$ cat config.mk
export PLATFORM = sky130hd
export DESIGN_NAME = txdma_req
export DESIGN_NICKNAME = d
export VERILOG_FILES = /design/src/rtl/txdma_pkg.sv /design/src/rtl/txdma_edge.sv /design/src/rtl/txdma_cnt.sv /design/src/rtl/txdma_fsm.sv /design/src/rtl/txdma_req.sv
export SDC_FILE = /design/constraint.sdc
export NUM_CORES = 1
export LEC_CHECK = 0
export ABC_CLOCK_PERIOD_IN_PS = 2200
export BUFFER_PORTS_ARGS = -buffer_cell sky130_fd_sc_hd__buf_2
export CAP_MARGIN = 20
export CORE_MARGIN = 1.5
export CORE_UTILIZATION = 40
export DETAILED_ROUTE_END_ITERATION = 10
export HOLD_SLACK_MARGIN = 0.1
export SLEW_MARGIN = 20
export SYNTH_ARGS = -nofsm -noshare
export SYNTH_HDL_FRONTEND = slang
export SYNTH_SLANG_ARGS = --single-unit
$ cat constraint.sdc
create_clock -name clk_i -period 2.2 [get_ports clk_i]
set_input_delay 0.22 -clock clk_i [delete_from_list [all_inputs] [get_ports clk_i]]
set_output_delay 0.22 -clock clk_i [all_outputs]
set_load 0.02 [all_outputs]
$ cat src/rtl/txdma_pkg.sv
package txdma_pkg;
  typedef enum logic [1:0] {
    ST_IDLE  = 2'd0,
    ST_REQ   = 2'd1,
    ST_HOLD  = 2'd2,
    ST_PAUSE = 2'd3
  } txdma_st_e;
endpackage

$ cat src/rtl/txdma_edge.sv
module txdma_edge #(
  parameter int W = 1
) (
  input  logic         clk_i,
  input  logic         rst_ni,
  input  logic [W-1:0] sig_i,
  output logic [W-1:0] rise_o
);
  logic [W-1:0] prev_q;

  for (genvar g = 0; g < W; g++) begin : g_bit
    always_ff @(posedge clk_i or negedge rst_ni) begin
      if (!rst_ni) prev_q[g] <= 1'b0;
      else         prev_q[g] <= sig_i[g];
    end
    assign rise_o[g] = sig_i[g] & ~prev_q[g];
  end
endmodule

$ cat src/rtl/txdma_cnt.sv
module txdma_cnt #(
  parameter int LEN_W = 12,
  parameter int SEG_W = 5
) (
  input  logic             clk_i,
  input  logic             rst_ni,
  input  logic             load_i,
  input  logic [LEN_W-1:0] len_i,
  input  logic             step_i,
  output logic             last_o,
  output logic             early_o,
  output logic             seg_end_o
);
  localparam logic [LEN_W-1:0] ONE = LEN_W'(1);

  logic [LEN_W-1:0] idx_q, len_q;

  always_ff @(posedge clk_i or negedge rst_ni) begin
    if (!rst_ni) begin
      idx_q <= '0;
      len_q <= '0;
    end else if (load_i) begin
      idx_q <= ONE;
      len_q <= len_i;
    end else if (step_i) begin
      idx_q <= idx_q + ONE;
    end
  end

  // idx_q is the number of the transfer currently being written
  assign last_o    = (idx_q == len_q);
  assign early_o   = (idx_q == len_q - ONE) || (&idx_q[SEG_W-1:0]);
  assign seg_end_o = (idx_q[SEG_W-1:0] == '0);

  assert_step_R4: assert property (@(posedge clk_i) disable iff (!rst_ni)
    step_i && !load_i |=> idx_q == $past(idx_q) + ONE);
  assert_load_R11: assert property (@(posedge clk_i) disable iff (!rst_ni)
    load_i |=> idx_q == ONE);
endmodule

$ cat src/rtl/txdma_fsm.sv
module txdma_fsm
  import txdma_pkg::*;
(
  input  logic clk_i,
  input  logic rst_ni,
  input  logic start_i,
  input  logic len_zero_i,
  input  logic wr_ev_i,
  input  logic rearm_i,
  input  logic seg_rdy_i,
  input  logic last_i,
  input  logic early_i,
  input  logic seg_end_i,
  output logic step_o,
  output logic drq_o
);
  txdma_st_e st_q, st_d;

  always_comb begin
    st_d = st_q;
    if (start_i) begin
      st_d = len_zero_i ? ST_IDLE : ST_REQ;
    end else begin
      case (st_q)
        ST_REQ, ST_HOLD: begin
          // write outranks a re-arm edge in the same cycle
          if (wr_ev_i) begin
            if (last_i)         st_d = ST_IDLE;
            else if (seg_end_i) st_d = ST_PAUSE;
            else if (early_i)   st_d = ST_HOLD;
          end else if (st_q == ST_HOLD && rearm_i) begin
            st_d = ST_REQ;
          end
        end
        ST_PAUSE: if (seg_rdy_i) st_d = ST_REQ;
        default: ;
      endcase
    end
  end

  always_ff @(posedge clk_i or negedge rst_ni) begin
    if (!rst_ni) st_q <= ST_IDLE;
    else         st_q <= st_d;
  end

  assign step_o = wr_ev_i && !start_i && (st_q == ST_REQ || st_q == ST_HOLD);
  assign drq_o  = (st_q == ST_REQ);

  assert_zero_len_R2: assert property (@(posedge clk_i) disable iff (!rst_ni)
    start_i && len_zero_i |=> !drq_o);
  assert_start_R2: assert property (@(posedge clk_i) disable iff (!rst_ni)
    start_i && !len_zero_i |=> drq_o);
  assert_early_R5: assert property (@(posedge clk_i) disable iff (!rst_ni)
    step_o && early_i |=> !drq_o);
  assert_last_R9: assert property (@(posedge clk_i) disable iff (!rst_ni)
    step_o && last_i |=> !drq_o);
  assert_rearm_R7: assert property (@(posedge clk_i) disable iff (!rst_ni)
    st_q == ST_HOLD && rearm_i && !wr_ev_i && !start_i |=> drq_o);
  assert_pause_R8: assert property (@(posedge clk_i) disable iff (!rst_ni)
    st_q == ST_PAUSE && !seg_rdy_i && !start_i |=> !drq_o);
  assert_idle_R9: assert property (@(posedge clk_i) disable iff (!rst_ni)
    st_q == ST_IDLE && !start_i |=> !drq_o);
endmodule

$ cat src/rtl/txdma_req.sv
module txdma_req #(
  parameter int                LEN_W     = 12,
  parameter int                SEG_W     = 5,
  parameter int                ADDR_W    = 8,
  parameter logic [ADDR_W-1:0] FIFO_ADDR = 8'h10
) (
  input  logic              clk_i,
  input  logic              rst_ni,
  input  logic              start_i,
  input  logic [LEN_W-1:0]  len_i,
  input  logic              seg_rdy_i,
  input  logic              wr_i,
  input  logic              ack_i,
  input  logic              cs_i,
  input  logic [ADDR_W-1:0] addr_i,
  output logic              drq_o,
  output logic              fifo_we_o
);
  localparam int NEDGE = 3;

  logic [NEDGE-1:0] rise;
  logic wr_rise, ack_rise, cs_rise, wr_ev, rearm, step;
  logic last, early, seg_end;

  txdma_edge #(.W(NEDGE)) u_edge (
    .clk_i (clk_i),
    .rst_ni(rst_ni),
    .sig_i ({cs_i, ack_i, wr_i}),
    .rise_o(rise)
  );

  assign wr_rise  = rise[0];
  assign ack_rise = rise[1];
  assign cs_rise  = rise[2];

  // acknowledge selects the FIFO top on its own; otherwise decode address
  assign wr_ev     = wr_rise && (ack_i || (cs_i && addr_i == FIFO_ADDR));
  assign rearm     = ack_rise || cs_rise;
  assign fifo_we_o = wr_ev;

  txdma_cnt #(.LEN_W(LEN_W), .SEG_W(SEG_W)) u_cnt (
    .clk_i    (clk_i),
    .rst_ni   (rst_ni),
    .load_i   (start_i),
    .len_i    (len_i),
    .step_i   (step),
    .last_o   (last),
    .early_o  (early),
    .seg_end_o(seg_end)
  );

  txdma_fsm u_fsm (
    .clk_i     (clk_i),
    .rst_ni    (rst_ni),
    .start_i   (start_i),
    .len_zero_i(len_i == '0),
    .wr_ev_i   (wr_ev),
    .rearm_i   (rearm),
    .seg_rdy_i (seg_rdy_i),
    .last_i    (last),
    .early_i   (early),
    .seg_end_i (seg_end),
    .step_o    (step),
    .drq_o     (drq_o)
  );

  always_comb begin
    if (rst_ni && fifo_we_o)
      assert_we_strobe_R3: assert (wr_i && (ack_i || cs_i));
  end
endmodule

==> results of run 1 <==
==> state kept, by name (all words and copies together), names as in the netlist <==
name / flops
u_cnt.idx_q: 12
u_cnt.len_q: 12
u_edge.prev_q: 3
u_fsm.st_q: 2
==> metal layers <==
layer  wire (um)  vias up
met2        2276       35
li1            -      844
met3         177       10
met5           0        -
met1        2061      800
met4         156        0
==> final cells by class <==
cell class / count / area (um2)
fillers: 438 / 2197
multi-input cells: 157 / 1202
flip-flops and latches: 29 / 725.7
repair buffers: 55 / 367.9
clock buffers: 5 / 68.82
well taps: 54 / 67.56
inverters: 12 / 45.04
clock inverters: 3 / 17.52
==> kinds of logic (layout without fill, tap and decap cells) <==
family	Yosys count	count (layout)
AOI/OAI and AO/OA	34	34
xor gates and xnor gates	23	23
adders and majority gates	7	7
buffers and inverters	21	75
DFF	29	29
muxes	13	13
and+or+nand+nor	80	80
==> cells in the final DEF (no fill, tap or decap), types with 3 or more instances in the layout <==
master and count:
a21oi_1 9, and3_1 3, buf_2 28, buf_4 19, buf_6 4, clkbuf_8 5
dfrtp_1 29, dlygate4sd3_1 4, ha_1 6, inv_1 10, mux2_2 10, mux2i_1 3
nand2_1 14, nand2b_1 3, nand4_1 7, nor2_1 16, nor3_1 7, nor4_1 3
o211a_1 3, o21ai_0 9, or3_1 4, xnor2_1 8, xor2_1 14
==> worst max-delay path: cells and delay by family (launching register included) <==
family / cells / cell delay, ps
AO/OA/AOI/OAI: 5 / 1000
XOR/XNOR: 1 / 110
buffers and inverters: 2 / 250
flip-flops: 1 / 390
AND/OR/NAND/NOR: 1 / 410
==> how the worst max path moves through the flow <==
stage	end	startpoint
4_1_cts	u_fsm.st_q[1]	u_cnt.len_q[1]
3_3_place_gp	u_fsm.st_q[1]	u_cnt.len_q[0]
6_report	u_fsm.st_q[1]	u_cnt.len_q[1]
5_1_grt	u_fsm.st_q[1]	u_cnt.len_q[1]
2_1_floorplan	u_fsm.st_q[1]	u_cnt.len_q[0]
3_5_place_dp	u_fsm.st_q[1]	u_cnt.len_q[0]
==> power groups by stage <==
| stage | logic (mW) | registers [mW] | clock network (mW) |
|---|---|---|---|
| 2_1_floorplan | 0.166 | 0.596 | 0 |
| 3_3_place_gp | 0.279 | 0.599 | 0 |
| 3_5_place_dp | 0.278 | 0.600 | 0 |
| 4_1_cts | 0.310 | 0.593 | 0.438 |
| 5_1_grt | 0.346 | 0.600 | 0.465 |
| 6_report | 0.318 | 0.595 | 0.425 |
==> timing repair <==
| action | 4_1_cts | 5_1_grt |
|---|---|---|
| hold buffers | 4 | 0 |
| cloned | 0 | 0 |
| endpoints found under the hold margin | 32 | 0 |
| gates resized for setup | 17 | 3 |
| endpoints found under the setup margin | 2 | 3 |
| pin swaps | 11 | 3 |
| buffers inserted | 1 | 2 |
==> qor.txt, run 1 <==
==================================================================================================
Outcome                                                                               complete, but fails checks
Violations in the final reports                                                       setup timing
Worst hold path endpoint                                                              u_cnt.len_q[0]
Pin count of the biggest net entering global routing                                            30
Number of maximum-capacitance constraint violations                                              0
Maximum clock frequency                                                                  438.1 MHz
Synthesized-area fraction occupied by ao, oa, aoi and oai cells                             11.56%
Remaining max-slew budget at the tightest pin                                               55.54%
Synthesized-area fraction occupied by xor and xnor cells                                    10.73%
Final routed DRC violation total                                                                 0
Clock tree skew after final layout                                                        7.548 ps
Worst R2R Start                                                                       u_cnt.len_q[1]
Final hold viol count                                                                            0
Most common cell in the netlist                                                            dfrtp_1
Met3 demand-to-capacity share in global routing                                             3.591%
Share of power burned in the clock network                                                   31.7%
Non-Filler Instances                                                                           315
Net switching power figure                                                               0.3965 mW
Die boundary height                                                                       72.79 um
Max-slew violations                                                                              0
Largest stage delay on the critical path                                                    410 ps
Final worst path period need                                                               2283 ps
Max H-tree Level                                                                                 2
Summed area of non-filler cells in the final layout                                       2495 um2
Yosys warning total                                                                              0
Worst setup slack after placement                                                        -180.9 ps
Fraction of the mapped netlist area in simple logic gates                                   23.44%
Post-synth top cells                                                                  dfrtp_1 (29), nor2_1 (16), nand2_1 (14), xor2_1 (14), inv_1 (12)
Largest driver fanout on the critical path                                                       2
Hold Crit Class                                                                       input port to register
Switching Share                                                                             29.63%
Unrepaired setup endpoints after global routing                                                yes
Area of the die                                                                           5298 um2
Routing layer with the top usage in global route                                              met2
Clock Path Buffers                                                                               2
Sort of element at the start of the critical path                                         register
Sink Count                                                                                      29
Async set-or-reset flop fraction in the synthesized netlist                                 100.0%
1st-pass router iterations                                                                       4
GR Util met2                                                                                30.07%
Final RePlAce weighted congestion                                                           0.9129
Critical path start-end classification                                                register to register
Setup slack, reg-to-reg                                                                     -80 ps
Final Core Density                                                                          53.17%
Combinational Power Share                                                                    23.8%
Clock transition time at the flip-flop clock pins of the worst setup and hold paths          60 ps
Area growth from synthesis to layout                                                        28.07%
Cell occurring most often along the worst timing path                                        buf_6
Cell Area, Synth                                                                          1948 um2
Met1 demand-to-capacity share in global routing                                             25.20%
Insertion delay of the later-clocked pin in the worst-skew pair                             280 ps
Initial cell density of the core                                                            41.52%
Worst hold margin                                                                         167.2 ps
Number of DRC markers in iteration 0                                                            73
Leakage Power                                                                             1.123 nW
Count of buffers from port buffering                                                            28
Via count of the first global-routing pass                                                    1642
Top cells by area in the synthesized netlist                                          dfrtp_1 (37%), xor2_1 (6.3%), mux2_2 (5.8%), ha_1 (4.5%), xnor2_1 (3.6%)
Final worst setup slack                                                                  -82.54 ps
Count of vias placed by the detailed router                                                   1689
Largest area contributor in the synthesized netlist                                        dfrtp_1
Global Route Usage Sum                                                                      19.39%
Combinational family with the most area after synthesis                               simple AND/OR/NAND/NOR gates
FF-to-FF path depth                                                                              9
Transition at the pin with the smallest max-transition slack                              666.9 ps
Distinct cell type count after synthesis                                                        48
Number of instances on the worst hold path                                                       3
Main flop type after synthesis                                                             dfrtp_1
Number of enable-type register cells in the synthesized netlist                                  0
Number of buffers created by CTS                                                                 5
Number of standard-cell rows in the floorplan                                                   25
Sum of negative setup slack                                                              -88.65 ps
Antenna cell count                                                                               0
PwrDens                                                                               536.3 nW/um2
Area of the core                                                                          4692 um2
I/O pin cnt                                                                                     29
Fraction of synthesized cell area taken by the top area cell type                           37.25%
Average cell area after synthesis                                                        9.411 um2
Antenna-violating nets left                                                                      0
Adder and majority gate portion of the synthesized area                                     4.496%
Antenna violations before repair                                                                 0
Endpoint of the most critical register-to-register path                               u_fsm.st_q[1]
Reg power frac                                                                               44.5%
Share of cells above drive strength 1                                                       34.87%
Synthesized instance count                                                                     207
Hold Crit Start                                                                           len_i[0]
Yosys reg bits                                                                                  29
Placed Instances                                                                               300
Root Buffer Master                                                                        clkbuf_8
Detailed placement HPWL                                                                   3.413 mm
Cells along the critical path                                                         buf_6 -> or3_4 -> buf_6 -> xnor2_1 -> o211a_1 -> o21ai_2 -> o2111ai_2 -> a31o_1 -> a32o_1
Design internal power                                                                    0.9416 mW
Crit share post-route                                                                       103.8%
Arr. time, crit path                                                                       2450 ps
Total global routing overflow                                                                    0
Global-route wire length before repair                                                    7.762 mm
Worst-case vdd ir drop                                                                    330.5 uV
Fraction of the yosys area taken by sequential cells                                        37.25%
Multiplexer share of the synthesized area                                                   7.322%
Average detailed-routed wire length per instance                                          14.83 um
Ratio of routed vias to standard cells                                                       5.362
Number of nets in the finished design                                                          294
WL final                                                                                  4.672 mm
PnR Total Power                                                                           1.338 mW
Element type at the critical path end                                                     register
Total nets after synthesis                                                                     241
Clock tree from TritonCTS                                                                    built
Max stage delay cell, worst path                                                             or3_4
Post-placement cell area                                                                  2250 um2
Final setup violating endpoints                                                                  2
Die outline width                                                                         72.79 um
Required time of the critical path                                                         2360 ps
==================================================================================================
(Power assumes the default switching activity.)
==> run 2, diff against run 1 <==
Settings changed: CORE_UTILIZATION 40 to 45, PLACE_DENSITY from default to 0.67, TNS_END_PERCENT from default to 50.
==> run 2 against run 1 <==
Compared with the run above:
- the flow still finishes with violations (setup timing)
- die area is 11% lower
- count of clock-buffer cells in the layout is 3 higher
- global-route usage is 2.1 points higher
- non-clock buffer count is 6 lower
- fmax is 1.9% lower
- sequential cell count stayed put
- worst setup slack worse by 45 ps
- worst hold slack better by 3.2 ps
- sequential power hardly changed
- cell count is 3.2% lower
==> qor.txt, run 2 (synthesized netlist as in run 1, its figures left out) <==
==================================================================================================
Outcome                                                                               complete, but fails checks
Violations in the final reports                                                       setup timing
Antenna cell count                                                                               0
Worst setup path start                                                                u_cnt.len_q[3]
Global-route wire length before repair                                                    7.376 mm
Antenna violations before repair                                                                 0
Worst R2R Start                                                                       u_cnt.len_q[3]
Worst hold margin                                                                         170.4 ps
Area growth from synthesis to layout                                                        26.27%
Antenna-violating nets left                                                                      0
Final worst setup slack                                                                  -127.4 ps
Design internal power                                                                    0.9351 mW
Number of nets in the finished design                                                          288
Share of power burned in the clock network                                                   31.8%
Number of buffers created by CTS                                                                 5
Required time of the critical path                                                         2370 ps
Final worst path period need                                                               2327 ps
Worst setup path endpoint                                                             u_fsm.st_q[1]
Root Buffer Master                                                                        clkbuf_8
Transition at the pin with the smallest max-transition slack                              648.6 ps
Number of instances on the worst hold path                                                       3
Clock transition time at the flip-flop clock pins of the worst setup and hold paths          60 ps
Reg power frac                                                                               45.0%
Area of the core                                                                          4086 um2
Clock tree skew after final layout                                                        5.213 ps
Largest driver fanout on the critical path                                                       3
Combinational Power Share                                                                    23.2%
WL final                                                                                  4.568 mm
Final RePlAce weighted congestion                                                            1.000
Maximum clock frequency                                                                  429.7 MHz
Via count of the first global-routing pass                                                    1591
PnR Total Power                                                                           1.316 mW
Die outline width                                                                         68.80 um
Highest-count cells in the layout ignoring fill and taps                              dfrtp_1 (29), buf_2 (28), buf_4 (16)
Number of DRC markers in iteration 0                                                            87
Endpoint of the most critical register-to-register path                               u_fsm.st_q[1]
Post-placement cell area                                                                  2200 um2
Filler Cells Inserted                                                                          350
Unrepaired setup endpoints after global routing                                                yes
Critical path start-end classification                                                register to register
Hold Crit Class                                                                       input port to register
Pin count of the biggest net entering global routing                                            30
Worst-case vdd ir drop                                                                    435.7 uV
Crit share post-route                                                                       105.8%
Total global routing overflow                                                                    0
Sort of element at the start of the critical path                                         register
Final setup violating endpoints                                                                  2
Count of buffers from port buffering                                                            28
Net switching power figure                                                               0.3811 mW
Leakage Power                                                                             1.094 nW
Setup slack, reg-to-reg                                                                    -130 ps
Remaining max-slew budget at the tightest pin                                               56.76%
Global Route Usage Sum                                                                      21.51%
Area of the multi-input gates                                                             1235 um2
Share of cells above drive strength 1                                                       32.94%
Final Core Density                                                                          60.20%
Clock Path Buffers                                                                               2
Worst setup slack after placement                                                        -169.1 ps
Number of standard-cell rows in the floorplan                                                   23
FF-to-FF path depth                                                                              7
Max-slew violations                                                                              0
Arr. time, crit path                                                                       2500 ps
Ratio of routed vias to standard cells                                                       5.479
Area of the die                                                                           4733 um2
Most common cell after layout, fill and taps aside                                         dfrtp_1
Final routed DRC violation total                                                                 0
Max H-tree Level                                                                                 2
Count of vias placed by the detailed router                                                   1671
I/O pin cnt                                                                                     29
Die boundary height                                                                       68.80 um
Number of maximum-capacitance constraint violations                                              0
Initial cell density of the core                                                            47.67%
Largest registers ranked by flip-flop count                                           u_cnt.idx_q: 12 flops, u_cnt.len_q: 12 flops, u_edge.prev_q: 3 flops
Sink Count                                                                                      29
Flip-flop and latch area                                                                 725.7 um2
Final hold viol count                                                                            0
Average detailed-routed wire length per instance                                          14.98 um
Detailed placement HPWL                                                                   3.226 mm
1st-pass router iterations                                                                       4
Hold Crit Start                                                                           len_i[1]
Clock tree from TritonCTS                                                                    built
Element type at the critical path end                                                     register
Insertion delay of the later-clocked pin in the worst-skew pair                             280 ps
PwrDens                                                                               535.1 nW/um2
Switching Share                                                                             28.96%
Summed area of non-filler cells in the final layout                                       2460 um2
==================================================================================================
[run 2: cell types whose count changed in the layout (fill, tap and decap cells not counted), sizes merged]
| cell | previous run | this run |
|---|---|---|
| buf | 51 | 45 |
| clkinv | 2 | 0 |
| clkbuf | 5 | 8 |
| clkinvlp | 1 | 0 |
[run 2: layout make-up]
type	instances	share of cell area, %
multi-input cells	157	50.20
flip-flops and latches	29	29.50
repair buffers	49	12.67
clock buffers	8	3.255
well taps	50	2.543
inverters	12	1.831
[run 2: worst min path at each step]
stage	slack, ps	endpoint
5_1_grt	180	u_cnt.len_q[0]
4_1_cts	170	u_cnt.len_q[1]
3_3_place_gp	280	u_cnt.idx_q[11]
2_1_floorplan	-80	u_cnt.idx_q[0]
6_report	170	u_cnt.len_q[1]
3_5_place_dp	290	u_cnt.len_q[8]
[run 2: stage by stage]
| stage | cells | setup TNS, ps |
|---|---|---|
| 6_report | 305 | -186.7 |
| 4_1_cts | 303 | -76.44 |
| 2_1_floorplan | 207 | -158.0 |
| 3_3_place_gp | 290 | -173.4 |
| 5_1_grt | 305 | -325.6 |
| 3_5_place_dp | 290 | -264.6 |
[run 2: per-layer routing]
layer	GRT usage, %	wire (um)	vias up
met1	28.90	2002	790
met4	7.843	68	0
met5	0	0	-
met2	34.01	2266	39
met3	4.870	230	6
li1	-	-	836
[run 2: critical path, cell delays in order (launching register included)]
cell and delay, ps:
dfrtp_1 380, or4_4 570, a2111oi_4 320, a31oi_1 100
nor3_2 240, o2111ai_2 140, a31o_1 260, a32o_1 200
[run 2: repair_timing]
action / in CTS / in global routing
cloned: 0 / 0
gates resized for setup: 13 / 9
hold endpoints to repair: 32 / 0
buffers inserted: 1 / 2
hold buffers: 4 / 0
endpoints found under the setup margin: 2 / 9
pin swaps: 8 / 6
[run 2: power groups by stage]
stage	logic [mW]	clock network, mW	registers (mW)
2_1_floorplan	0.166	0	0.596
3_3_place_gp	0.265	0	0.599
3_5_place_dp	0.266	0	0.600
4_1_cts	0.292	0.428	0.592
5_1_grt	0.336	0.455	0.595
6_report	0.305	0.418	0.593
